===== src/rtl/i2s_ser_pkg.sv =====
package i2s_ser_pkg;

  // Where the byte for the next capture comes from
  typedef enum logic [1:0] {
    SRC_ZERO   = 2'd0,  // silent start-up slot
    SRC_INPUT  = 2'd1,  // fresh byte from the upstream bus
    SRC_REPLAY = 2'd2   // stored copy of the left-slot byte
  } byte_src_e;

endpackage


===== src/rtl/i2s_slot_timer.sv =====
module i2s_slot_timer
  import i2s_ser_pkg::*;
#(
  parameter int BYTE_W     = 8,
  parameter int SLOT_BYTES = 4,
  parameter int ZERO_SLOTS = 3,
  parameter bit MIRROR     = 1'b1,
  localparam int SLOT_W    = BYTE_W * SLOT_BYTES,
  localparam int BIT_LW    = $clog2(BYTE_W),
  localparam int SLOT_LW   = $clog2(SLOT_W),
  localparam int IDX_W     = SLOT_LW - BIT_LW
) (
  input  logic             clk,
  input  logic             rst,
  output logic             ws,
  output logic             load,
  output logic [IDX_W-1:0] byte_idx,
  output byte_src_e        src,
  output logic             byte_req
);

  localparam int CNT_W = SLOT_LW + 1;
  localparam int ZC_W  = $clog2(ZERO_SLOTS + 2);
  localparam logic [ZC_W-1:0] ZC_LIMIT = ZC_W'(ZERO_SLOTS);

  logic [CNT_W-1:0] cnt;
  logic [CNT_W-1:0] cnt_next;
  logic [ZC_W-1:0]  zc;
  logic [ZC_W-1:0]  zc_after;
  logic             slot_end;
  logic             quiet_now;
  logic             quiet_next;
  logic             pre_load;

  assign cnt_next = cnt + CNT_W'(1);
  assign slot_end = &cnt[SLOT_LW-1:0];

  // Position counter plus a saturating count of slots since reset
  always_ff @(posedge clk) begin
    if (rst) begin
      cnt <= '0;
      zc  <= '0;
    end else begin
      cnt <= cnt_next;
      zc  <= zc_after;
    end
  end

  assign zc_after   = (slot_end && (zc != ZC_LIMIT)) ? zc + ZC_W'(1) : zc;
  assign quiet_now  = (zc < ZC_LIMIT);
  assign quiet_next = (zc_after < ZC_LIMIT);

  assign ws       = cnt[CNT_W-1];
  assign load     = (cnt[BIT_LW-1:0] == '0);
  assign pre_load = (&cnt[BIT_LW-1:0]);
  assign byte_idx = cnt[SLOT_LW-1:BIT_LW];

  // Source choice for the capture happening at the end of this cycle
  always_comb begin
    if (quiet_now)          src = SRC_ZERO;
    else if (MIRROR && ws)  src = SRC_REPLAY;
    else                    src = SRC_INPUT;
  end

  // Request is raised one cycle ahead of a capture that takes a fresh byte
  assign byte_req = pre_load && !quiet_next && !(MIRROR && cnt_next[CNT_W-1]);

endmodule


===== src/rtl/i2s_byte_source.sv =====
module i2s_byte_source
  import i2s_ser_pkg::*;
#(
  parameter int BYTE_W     = 8,
  parameter int SLOT_BYTES = 4,
  parameter bit MIRROR     = 1'b1,
  localparam int IDX_W     = $clog2(SLOT_BYTES)
) (
  input  logic              clk,
  input  logic              rst,
  input  logic              load,
  input  byte_src_e         src,
  input  logic [IDX_W-1:0]  byte_idx,
  input  logic [BYTE_W-1:0] byte_data,
  input  logic              byte_valid,
  output logic              take,
  output logic [BYTE_W-1:0] byte_out
);

  logic [BYTE_W-1:0] in_byte;
  logic [BYTE_W-1:0] replay;

  assign take    = load && (src == SRC_INPUT);
  assign in_byte = byte_valid ? byte_data : '0;

  generate
    if (MIRROR) begin : g_store
      logic [BYTE_W-1:0] store [SLOT_BYTES];
      always_ff @(posedge clk) begin
        if (rst) begin
          for (int i = 0; i < SLOT_BYTES; i++) store[i] <= '0;
        end else if (take) begin
          store[byte_idx] <= in_byte;
        end
      end
      assign replay = store[byte_idx];
    end else begin : g_no_store
      assign replay = '0;
    end
  endgenerate

  always_comb begin
    unique case (src)
      SRC_INPUT:  byte_out = in_byte;
      SRC_REPLAY: byte_out = replay;
      default:    byte_out = '0;
    endcase
  end

endmodule


===== src/rtl/i2s_piso.sv =====
module i2s_piso #(
  parameter int BYTE_W = 8
) (
  input  logic              clk,
  input  logic              rst,
  input  logic              load,
  input  logic [BYTE_W-1:0] din,
  output logic              sout
);

  logic [BYTE_W-1:0] sh;

  // Parallel load wins; otherwise shift toward the MSB with zero fill
  always_ff @(posedge clk) begin
    if (rst)       sh <= '0;
    else if (load) sh <= din;
    else           sh <= {sh[BYTE_W-2:0], 1'b0};
  end

  assign sout = sh[BYTE_W-1];

endmodule


===== src/rtl/i2s_byte_serializer.sv =====
module i2s_byte_serializer
  import i2s_ser_pkg::*;
#(
  parameter int BYTE_W     = 8,
  parameter int SLOT_BYTES = 4,
  parameter int ZERO_SLOTS = 3,
  parameter bit MIRROR     = 1'b1
) (
  input  logic              clk,
  input  logic              rst,
  input  logic [BYTE_W-1:0] byte_data,
  input  logic              byte_valid,
  output logic              byte_req,
  output logic              sclk,
  output logic              ws,
  output logic              sdata
);

  localparam int SLOT_W = BYTE_W * SLOT_BYTES;
  localparam int IDX_W  = $clog2(SLOT_BYTES);

  logic              load;
  logic              take;
  logic [IDX_W-1:0]  byte_idx;
  byte_src_e         src;
  logic [BYTE_W-1:0] next_byte;

  i2s_slot_timer #(
    .BYTE_W     (BYTE_W),
    .SLOT_BYTES (SLOT_BYTES),
    .ZERO_SLOTS (ZERO_SLOTS),
    .MIRROR     (MIRROR)
  ) u_timer (
    .clk      (clk),
    .rst      (rst),
    .ws       (ws),
    .load     (load),
    .byte_idx (byte_idx),
    .src      (src),
    .byte_req (byte_req)
  );

  i2s_byte_source #(
    .BYTE_W     (BYTE_W),
    .SLOT_BYTES (SLOT_BYTES),
    .MIRROR     (MIRROR)
  ) u_source (
    .clk        (clk),
    .rst        (rst),
    .load       (load),
    .src        (src),
    .byte_idx   (byte_idx),
    .byte_data  (byte_data),
    .byte_valid (byte_valid),
    .take       (take),
    .byte_out   (next_byte)
  );

  i2s_piso #(
    .BYTE_W (BYTE_W)
  ) u_piso (
    .clk  (clk),
    .rst  (rst),
    .load (load),
    .din  (next_byte),
    .sout (sdata)
  );

  // Serial clock leaves inverted so register updates fall on its falling edge
  assign sclk = ~clk;

endmodule


===== config.mk =====
export PLATFORM = sky130hd
export DESIGN_NAME = i2s_byte_serializer
export DESIGN_NICKNAME = d
export VERILOG_FILES = /design/src/rtl/i2s_ser_pkg.sv /design/src/rtl/i2s_slot_timer.sv /design/src/rtl/i2s_byte_source.sv /design/src/rtl/i2s_piso.sv /design/src/rtl/i2s_byte_serializer.sv
export SDC_FILE = /design/constraint.sdc
export NUM_CORES = 1
export LEC_CHECK = 0
export BUFFER_PORTS_ARGS = -buffer_cell sky130_fd_sc_hd__buf_4
export CORE_UTILIZATION = 43
export DETAILED_ROUTE_END_ITERATION = 6
export PLACE_DENSITY_LB_ADDON = 0.08
export SYNTH_ARGS = -nofsm -noshare
export SYNTH_HDL_FRONTEND = slang
export SYNTH_SLANG_ARGS = --single-unit

===== constraint.sdc =====
create_clock -name clk -period 2.9 [get_ports clk]
set_input_delay 0.145 -clock clk [delete_from_list [all_inputs] [get_ports clk]]
set_output_delay 0.145 -clock clk [all_outputs]
set_load 0.05 [all_outputs]

Word-level counts from Yosys, hierarchy flattened
Memory sizes are Yosys's and may differ from the RTL's. A register that Yosys moved wholly into a read port is not among the register bits.
Cells that the tools add are included.

cells by class
  equal/unequal tests = 3
  reductions and logical operators = 11
  add/subtract/negate cells = 2
  order comparisons = 2
  bitwise operators = 2
  multiplexer cells = 15

operators with widths
  operator                                               number
  2-to-1 mux 8 bit                                       3
  one-hot mux 8 bit (2 select lines)                     1
  2-to-1 mux 2 bit                                       4
  OR reduction 8 bit                                     1
  adder 6 x 1 -> 6 bit, second input constant            1
  < comparator 3 x 2 -> 1 bit, second input constant     2
  2-to-1 mux 1 bit                                       6
  AND reduction 5 bit                                    1
  logical AND 1 bit                                      4
  adder 3 x 1 -> 3 bit, second input constant            1
  zero test 3 bit                                        1
  2-to-1 mux 3 bit                                       1
  inequality test 3 x 2 -> 1 bit, second input constant  1
  AND reduction 3 bit                                    1
  equality test 2 x 1 -> 1 bit, second input constant    1
  equality test 2 bit, second input constant             1
  zero test 1 bit                                        2
  inverter 1 bit                                         2
  OR reduction 2 bit                                     1

word-level totals
  input bits = 11
  register bits = 17
  memories = 1
  bits in writable memories = 32
  output and inout bits = 4
  logic and storage cells = 40

memory list
  name                    words  width  rd ports  clocked after Yosys merged registers in  wr ports  RTL line               text
  u_source.g_store.store  4      8      1         1                                        4         i2s_byte_source.sv:28  logic [BYTE_W-1:0] store [SLOT_BYTES];

Longest topological paths before layout
Gate-level depths: netlist (run 1).

  depth after elaboration = 9
  gate-level depth with buffers = 7

Modules after synthesis
From an unflattened synthesis (run 1), not the netlist that was laid out.

second synthesis, totals
  cells, all modules = 203
  area total of the unflattened synthesis = 2359.8 um^2

by module, submodules not included
  module               instances  sequential area each (um^2)  cells an instance  area an instance (um^2)
  i2s_byte_source      1          960.9                        128                1614.0
  i2s_slot_timer       1          180.2                        49                 459.2
  i2s_piso             1          160.2                        25                 282.8
  i2s_byte_serializer  1          0.0                          1                  3.8

==> results.tsv, run 1 <==
stage	metric	value	unit
placed_design	place_hpwl	3500	um
sta	clock.fmax	396	MHz
clocking	clock_latency	0.30	ns
synthesis	syn_nets	207	
synthesis	synthSimpleGateAreaFrac	20.0	%
sta	finalCritPeriodShare	87.1	%
clocking	cts_buffer_depth	2	
placed_design	place_area	2510	sq um
detailed_routing	drc	0	
sta	final_hold_viol_count	0	
sta	fin_skew	0.0122	ns
synthesis	synthAdderAreaFrac	3.25	%
job	cap_violations	0	
global_routing	globalRouteTotalUtil	20.3	%
critical_path	critPathLaunchType	flop	
run_status	status	finished, final reports clean	
synthesis	yosysSeqAreaShare	56.3	%
sta	fin_ws	0.375	ns
synthesis	syn-cell-area	2310	sq um
synthesis	synthTopCellsByCount	edfxtp_1, nor2_1, dfxtp_1	
synthesis	muxShareOfSynthArea	8.71	%
synthesis	yosysMostFrequentCell	edfxtp_1	
clocking	post_cts_buffers	0	
cells_and_area	n_fill_cell	504	
die	die-width	75.3	um
placed_design	gp_congestion	0.787	
detailed_routing	ant_nets	0	
critical_path	cp.required	2.76	ns
synthesis	synth_cell_type_count	37	
clocking	cts_max_level	2	
placed_design	dp.cells	269	
synthesis	synth-edff-count	32	
critical_path	path_max_fanout	5	
clocking	cts_tree	built	
die	initial_core_util	45.0	%
sta	setup_violations	0	
clocking	cts_resized	0	
sta	fin_crit	2.53	ns
detailed_routing	drt-initial-drc-count	108	
cells_and_area	multi_input_area	901	sq um
die	ios	15	
detailed_routing	vias	1575	
power	p_leak	0.891	nW
critical_path	end_kind	primary output	
synthesis	synth_top_family_by_area	simple AND/OR/NAND/NOR gates	
clocking	cts.clk_slew.worst_paths	0.10	ns
critical_path	crit_type	flop to primary output	
cells_and_area	diodes	0	
synthesis	syn_avg_cell_area	12.2	sq um
synthesis	synthCells	190	
placed_design	port_buffers	14	
synthesis	yosysWarningCount	0	
synthesis	synthArstFlopShare	0	%
synthesis	synthTopCellsByArea	edfxtp_1, dfxtp_1, mux4_2, nor3_2, nor2_1	
placed_design	dp_slack	0.701	ns
sta	final_max_slew_viol_count	0	
sta	hold_ws	0.0967	ns
global_routing	grt_pass1_wl	7990	um
die	core_area	5140	sq um
worst_hold_path	hold_class	primary input to flop	
global_routing	grt_overflow	0	
sta	slew_headroom	62.1	%
synthesis	synth_top_area_share	41.6	%
detailed_routing	drtPass1Iterations	4	
sta	worstMarginPinSlew	0.565	ns
synthesis	ys.flop_type	edfxtp_1	
clocking	cts_hold_buf	0	
synthesis	synth-xor-area-share	0.758	%
sta	rsz0062_at_grt	false	
critical_path	arrival	2.38	ns
detailed_routing	vias_per_cell	5.69	
global_routing	grt_pass1_vias	1550	
die	dieArea	5670	sq um
power	power	1.42	mW
sta	finalSetupTns	0	ns
cells_and_area	area_growth	13.2	%
cells_and_area	regArea	1300	sq um
synthesis	synth_top_cell_by_area	edfxtp_1	
power	ir_drop	0.397	mV
cells_and_area	final_nets	223	
synthesis	yosys_register_bits	49	
die	num_rows	26	
synthesis	synth_compound_area_share	6.01	%
cells_and_area	finish.instance_area	2620	sq um
cells_and_area	post-route-util	50.9	%
clocking	clock-root-buffer	clkbuf_8	
detailed_routing	wl_per_cell	18.5	um
die	die_h	75.3	um
cells_and_area	drive_gt1_share	26.1	%
detailed_routing	drt-total-wl	5130	um
global_routing	grt_max_degree	21	
global_routing	grt_antenna_before_repair	0	
clocking	numCtsBuffers	5	
cells_and_area	final_cells	277	
power	power_density	541	nW/um^2
-- worst max-delay path, cell delays in order (launching register included) --
cell and delay, ns:
dfxtp_1 0.36, ha_1 0.23, and3_2 0.18, ha_1 0.20, nand2b_1 0.17, mux2_2 0.38, a2111oi_2 0.31, buf_4 0.26
-- layout make-up --
class | count | area share, %
clock inverter | 1 | 0.143
tap | 70 | 3.35
multi-input combinational | 118 | 34.4
inverter | 5 | 0.717
sequential | 49 | 49.7
clock buffer | 9 | 4.49
timing repair buffer | 25 | 7.17
-- registers in the layout, summed over array words and instances, names as in the netlist --
| register | cells |
|---|---|
| u_source.g_store.store | 32 |
| u_piso.sh | 8 |
| u_timer.cnt | 6 |
| u_timer.zc | 3 |
-- layout by cell type, fill, tap and decap left out, drive strengths merged, types with 2 or more instances in the layout --
master  synthesis  final
nor3           17     17
inv             6      6
xor2            2      2
dfxtp          17     17
buf            10     26
nand2           3      3
o21ai           9      9
ha              6      6
edfxtp         32     32
nand3          11     11
o21a            2      2
nand2b          4      4
a31oi           8      8
nor2           21     21
nand4b          8      8
nor2b           3      3
clkbuf          7      8
mux4            8      8
-- power by group --
part           switching [mW]  total [mW]  leakage [nW]  internal, mW
clock                   0.287       0.548        0.0677         0.261
sequential             0.0112       0.779         0.469         0.768
combinational          0.0537      0.0889         0.354        0.0351
total                   0.351        1.42         0.891          1.06
-- routing by layer --
metal	vias up	global-route usage [%]	share of wire [%]
li1	732	-	-
met1	780	26.3	45
met2	46	32.0	47
met3	17	4.23	4.4
met4	0	10.9	3.9
met5	-	0	0
-- cell families after synthesis --
kind of cell,count (synthesis)
AND/OR/NAND/NOR,77
flip-flops,49
AO/OA/AOI/OAI,23
buffers and inverters,23
multiplexers,10
adder cells (fa/ha/maj),6
XOR/XNOR,2
-- worst paths after layout --
kind | slack [ns] | startpoint | cells past startpoint | to
setup / recovery | 0.37 | u_timer.cnt[0] | 7 | byte_req
hold / removal | 0.1 | rst | 2 | u_timer.cnt[1]
setup reg to reg | 0.71 | u_timer.cnt[0] | 7 | u_source.g_store.store[0][2]
hold reg to reg | 0.47 | u_piso.sh[6] | 2 | u_piso.sh[7]
(Power assumes the default switching activity.)
==> run 2: changes to the inputs <==
Settings changed: RECOVER_POWER set to 50.
==> results.tsv, run 2 (synthesis gave the netlist of run 1 again) <==
stage	metric	value	unit	change
run_status	status	finished, final reports clean		
clocking	clock-root-buffer	clkbuf_8		
global_routing	grt_pass1_wl	7990	um	unchanged
die	die_h	75.3	um	unchanged
critical_path	crit_type	flop to primary output		
sta	finalCritPeriodShare	87.3	%	+0.26 points
power	power	1.41	mW	-0.26%
sta	fin_crit	2.53	ns	+0.00743 ns
detailed_routing	vias	1557		-1.1%
sta	final_hold_viol_count	0		unchanged
cells_and_area	top_regs	u_source.g_store.store: 32 flops, u_piso.sh: 8 flops, u_timer.cnt: 6 flops		
critical_path	arrival	2.39	ns	about the same
die	ios	15		unchanged
cells_and_area	n_fill_cell	504		unchanged
clocking	clock_latency	0.30	ns	about the same
sta	worstMarginPinSlew	0.840	ns	+0.275 ns
cells_and_area	diodes	0		unchanged
detailed_routing	wl_per_cell	18.5	um	about the same
critical_path	critPathLaunchType	flop		
critical_path	critPathTopFamily	adder cells		
detailed_routing	drt-initial-drc-count	109		+0.93%
die	num_rows	26		unchanged
clocking	cts_resized	0		unchanged
sta	slew_headroom	44.0	%	-18 points
cells_and_area	final_common_cell	edfxtp_1		
critical_path	path_max_fanout	5		unchanged
worst_hold_path	holdPathStages	2		unchanged
clocking	numCtsBuffers	5		unchanged
die	initial_core_util	45.0	%	unchanged
detailed_routing	drt-total-wl	5120	um	about the same
global_routing	grt_pass1_vias	1550		unchanged
detailed_routing	vias_per_cell	5.62		-1.1%
critical_path	critPathMaxStageDelay	0.38	ns	about the same
sta	rsz0062_at_grt	false		
sta	final_max_slew_viol_count	0		unchanged
cells_and_area	largest_reg_flops	32		unchanged
sta	fin_skew	0.0108	ns	-0.00140 ns
critical_path	cp_common_cell	ha_1		
power	ir_drop	0.396	mV	about the same
critical_path	cp_cell_sequence	ha_1 -> and3_2 -> ha_1 -> nand2b_1 -> mux2_1 -> a2111oi_2 -> buf_4		
global_routing	grt_max_degree	21		unchanged
clocking	cts_tree	built		
clocking	cts_hold_buf	0		unchanged
cells_and_area	final_nets	223		unchanged
cells_and_area	top_register	u_source.g_store.store		
worst_hold_path	hold_class	primary input to flop		
cells_and_area	drive_gt1_share	24.2	%	-1.9 points
placed_design	gp_congestion	0.787		unchanged
sta	setup_violations	0		unchanged
critical_path	cp.required	2.76	ns	about the same
clocking	cts_max_level	2		unchanged
clocking	cts_buffer_depth	2		unchanged
power	power_density	541	nW/um^2	about the same
sta	clock.fmax	395	MHz	-0.29%
detailed_routing	drc	0		unchanged
placed_design	port_buffers	14		unchanged
job	cap_violations	0		unchanged
clocking	post_cts_buffers	0		unchanged
detailed_routing	drtPass1Iterations	4		unchanged
die	core_area	5140	sq um	unchanged
critical_path	cp_num_cells	7		unchanged
clocking	cts.clk_slew.worst_paths	0.09	ns	about the same
die	dieArea	5670	sq um	unchanged
detailed_routing	ant_nets	0		unchanged
critical_path	path_buf_inv	1		unchanged
power	p_leak	0.882	nW	-1.1%
global_routing	grt_overflow	0		unchanged
cells_and_area	final_cell_mix	edfxtp_1, buf_4, nor2_1, dfxtp_1, nand3_1		
cells_and_area	area_growth	12.8	%	
critical_path	reg2reg_depth	7		unchanged
global_routing	grt_antenna_before_repair	0		unchanged
die	die-width	75.3	um	unchanged
global_routing	globalRouteTotalUtil	20.3	%	unchanged
sta	finalSetupTns	0	ns	unchanged
critical_path	end_kind	primary output		
critical_path	critPathSlowestCell	mux2_1		
placed_design	place_hpwl	3500	um	unchanged
## run 2: worst paths after layout
kind | startpoint | end | slack [ns]
setup / recovery | u_timer.cnt[0] | byte_req | 0.37
hold / removal | rst | u_timer.cnt[1] | 0.09
setup reg to reg | u_timer.cnt[0] | u_source.g_store.store[1][7] | 0.53
hold reg to reg | u_piso.sh[6] | u_piso.sh[7] | 0.47
## run 2: stage by stage
step                      worst slack (ns)  hold slack (ns)  util [%]  instances  cell area (sq um)
after floorplan                      0.184            0.321         -        190               2320
after global placement               0.740            0.335      48.8        269               2510
after detailed placement             0.701            0.335      48.8        269               2510
after CTS                            0.347           0.0849      50.9        277               2620
after global routing                 0.225            0.100      50.8        277               2610
final                                0.367           0.0929      50.8        277               2610
## run 2: metal layers
metal / global-route usage, % / part of all wire, %
met5: 0 / 0
met1: 26.3 / 44
met3: 4.23 / 3.9
met2: 32.0 / 48
met4: 10.9 / 3.9
## run 2: area by class of cell
type | count | area, sq um | area share [%]
flip-flops and latches | 49 | 1300 | 49.9
multi-input cells | 118 | 900 | 34.5
repair buffers | 25 | 180 | 6.91
clock buffers | 9 | 118 | 4.51
well taps | 70 | 87.6 | 3.36
inverters | 5 | 18.8 | 0.719
clock inverters | 1 | 3.75 | 0.144
## run 2: where the power goes
part           switching (mW)  internal, mW
Clock                   0.284         0.261
Sequential             0.0111         0.768
Combinational          0.0537        0.0341
==> run 3: changes to the inputs <==
Settings changed: ABC_AREA set to 1.
==> results.tsv, run 3 <==
stage	metric	value	unit	change
run_status	status	finished, final reports clean		
clocking	cts_resized	0		unchanged
sta	slew_headroom	30.6	%	-13 points
cells_and_area	post-route-util	49.6	%	-1.1 points
placed_design	gp_congestion	0.807		+2.5%
sta	finalSetupTns	0	ns	unchanged
critical_path	reg2reg_depth	10		+3
critical_path	rr_startpoint	u_timer.cnt[0]		
critical_path	critPathLaunchType	flop		
clocking	cts_tree	built		
job	cap_violations	0		unchanged
cells_and_area	top_regs	u_source.g_store.store: 32 flops, u_piso.sh: 8 flops, u_timer.cnt: 6 flops		
global_routing	grt_antenna_before_repair	0		unchanged
synthesis	synthTopCellsByCount	nor2_1, nand2_1, inv_1		
placed_design	place_area	2460	sq um	-1.8%
clocking	post_cts_buffers	0		unchanged
cells_and_area	final_common_cell	nor2_1		
sta	hold_ws	0.133	ns	+0.0399 ns
critical_path	end_kind	primary output		
critical_path	reg2reg_to	u_source.g_store.store[1][4]		
cells_and_area	final_cells	344		+24%
global_routing	globalRouteTotalUtil	20.1	%	-0.11 points
synthesis	synth-edff-count	32		unchanged
synthesis	synth_top_cell_by_area	edfxtp_1		
die	initial_core_util	44.6	%	-0.42 points
detailed_routing	drt-total-wl	5170	um	+0.94%
synthesis	yosysSeqAreaShare	57.2	%	+0.90 points
critical_path	path_buf_inv	3		+2
critical_path	arrival	2.20	ns	-0.19 ns
die	dieArea	5590	sq um	-1.5%
cells_and_area	largest_reg_flops	32		unchanged
critical_path	r2r_slack	0.65	ns	+0.12 ns
critical_path	cp_common_cell	nand2_1		
global_routing	grt_max_degree	17		-19%
cells_and_area	diodes	0		unchanged
global_routing	grt_pass1_wl	7980	um	-0.18%
cells_and_area	finish.instance_area	2530	sq um	-2.9%
cells_and_area	n_fill_cell	523		+3.8%
clocking	clock_latency	0.31	ns	about the same
synthesis	synthTopCellsByArea	edfxtp_1, dfxtp_1, nor2_1, nand2_1, inv_1		
synthesis	yosysWarningCount	0		unchanged
placed_design	port_buffers	14		unchanged
synthesis	yosys_register_bits	49		unchanged
cells_and_area	multi_input_area	806	sq um	-10%
clocking	cts_hold_buf	0		unchanged
detailed_routing	ant_nets	0		unchanged
cells_and_area	final_cell_mix	nor2_1, nand2_1, inv_1, edfxtp_1, dfxtp_1		
worst_hold_path	hold_class	primary input to flop		
cells_and_area	area_growth	11.3	%	
cells_and_area	top_register	u_source.g_store.store		
synthesis	synth_top_area_share	42.2	%	+0.66 points
critical_path	path_max_fanout	15		+10
clocking	cts_max_level	2		unchanged
critical_path	critPathMaxStageDelay	0.32	ns	-0.06 ns
placed_design	dp.cells	336		+25%
cells_and_area	final_nets	290		+30%
power	p_leak	1.11	nW	+26%
worst_hold_path	min_to	u_timer.cnt[1]		
sta	rsz0062_at_grt	false		
synthesis	syn-cell-area	2280	sq um	-1.6%
synthesis	syn_nets	272		+31%
power	ir_drop	0.446	mV	+12%
synthesis	synth_cell_type_count	22		-41%
synthesis	synthArstFlopShare	0	%	unchanged
worst_hold_path	holdPathStages	2		unchanged
synthesis	yosysMostFrequentCell	nor2_1		
detailed_routing	vias_per_cell	4.94		-12%
placed_design	place_hpwl	3760	um	+7.4%
power	power_density	533	nW/um^2	-1.6%
clocking	cts_buffer_depth	2		unchanged
sta	clock.fmax	426	MHz	+7.8%
sta	final_max_slew_viol_count	0		unchanged
clocking	clock-root-buffer	clkbuf_8		
global_routing	grt_pass1_vias	1621		+4.6%
detailed_routing	wl_per_cell	15.0	um	-19%
die	die_h	74.8	um	-0.77%
cells_and_area	drive_gt1_share	9.85	%	-14 points
clocking	numCtsBuffers	5		unchanged
critical_path	critPathTopFamily	buffers and inverters		
sta	finalCritPeriodShare	81.0	%	-6.3 points
synthesis	synthCells	255		+34%
detailed_routing	drtPass1Iterations	4		unchanged
synthesis	syn_avg_cell_area	8.93	sq um	-27%
sta	fin_crit	2.35	ns	-0.183 ns
critical_path	critPathSlowestCell	dfxtp_1		
sta	worstMarginPinSlew	1.04	ns	+0.197 ns
sta	setup_violations	0		unchanged
die	die-width	74.8	um	-0.77%
detailed_routing	drc	0		unchanged
clocking	cts.clk_slew.worst_paths	0.09	ns	about the same
die	core_area	5110	sq um	-0.63%
sta	fin_skew	0.00797	ns	-0.00278 ns
critical_path	crit_type	flop to primary output		
cells_and_area	regArea	1300	sq um	unchanged
critical_path	cp_cell_sequence	buf_4 -> inv_1 -> nor2_1 -> ha_1 -> nand2_1 -> nand2_1 -> o21ai_0 -> o21ai_0 -> nand2_1 -> nor2_1 -> buf_4		
sta	final_hold_viol_count	0		unchanged
detailed_routing	vias	1700		+9.2%
global_routing	grt_overflow	0		unchanged
worst_hold_path	hp-start	rst		
synthesis	ys.flop_type	edfxtp_1		
die	ios	15		unchanged
detailed_routing	drt-initial-drc-count	86		-21%
critical_path	cp.required	2.76	ns	about the same
die	num_rows	26		unchanged
run 3: cell types whose count changed in the layout (fill, tap and decap cells not counted), sizes merged, moves of 3 or more:
| cell | previous run | this run |
|---|---|---|
| o21ai | 9 | 15 |
| a22oi | 0 | 7 |
| nor2b | 3 | 0 |
| mux4 | 8 | 0 |
| nand2 | 3 | 54 |
| inv | 6 | 36 |
| nand4b | 8 | 0 |
| nor2 | 21 | 58 |
| a31oi | 8 | 1 |
| nand2b | 4 | 0 |
| a21oi | 1 | 9 |
| nor3 | 17 | 1 |
| buf | 24 | 15 |
run 3: per-stage QoR:
step | setup WS, ns | power, mW
after floorplan | 0.817 | 0.914
after global placement | 0.770 | 0.969
after detailed placement | 0.686 | 0.970
after CTS | 0.519 | 1.36
after global routing | 0.358 | 1.39
final | 0.550 | 1.35
run 3: layout make-up:
class                           count  area share, %
Timing Repair Buffer               16           4.44
Clock inverter                      3          0.494
Multi-Input combinational cell    164           31.8
Clock buffer                        7           3.16
Inverter                           35           5.28
Tap cell                           70           3.46
Sequential cell                    49           51.4
run 3: power breakdown:
group          internal, mW  switching (mW)
Sequential            0.768          0.0111
Clock                 0.187           0.289
Combinational        0.0309          0.0631
Total                 0.986           0.364
run 3: logic make-up after synthesis:
logic type	Yosys count	synth area share [%]
AO/OA/AOI/OAI	32	7.86
XOR/XNOR	3	1.15
buffers and inverters	42	7.31
flip-flops	49	57.2
adder cells (fa/ha/maj)	6	3.30
AND/OR/NAND/NOR	123	23.2
run 3: layer usage:
layer  global-route usage [%]  vias up  part of all wire, %
met5                        0        -                    0
met4                     8.81        0                  2.6
met3                     4.28       13                  5.7
met2                     31.2       53                   45
met1                     27.4      779                   47
li1                         -      855                    -
run 3: how the worst max path moves through the flow:
stage	depth (start not counted)	startpoint	slack [ns]	end
5_1_grt	11	u_timer.cnt[3]	0.36	byte_req
2_1_floorplan	10	u_timer.cnt[3]	0.82	byte_req
3_5_place_dp	10	u_timer.cnt[0]	0.69	u_source.g_store.store[1][0]
4_1_cts	11	u_timer.cnt[3]	0.52	byte_req
6_report	11	u_timer.cnt[3]	0.55	byte_req
3_3_place_gp	10	u_timer.cnt[0]	0.77	u_source.g_store.store[0][7]
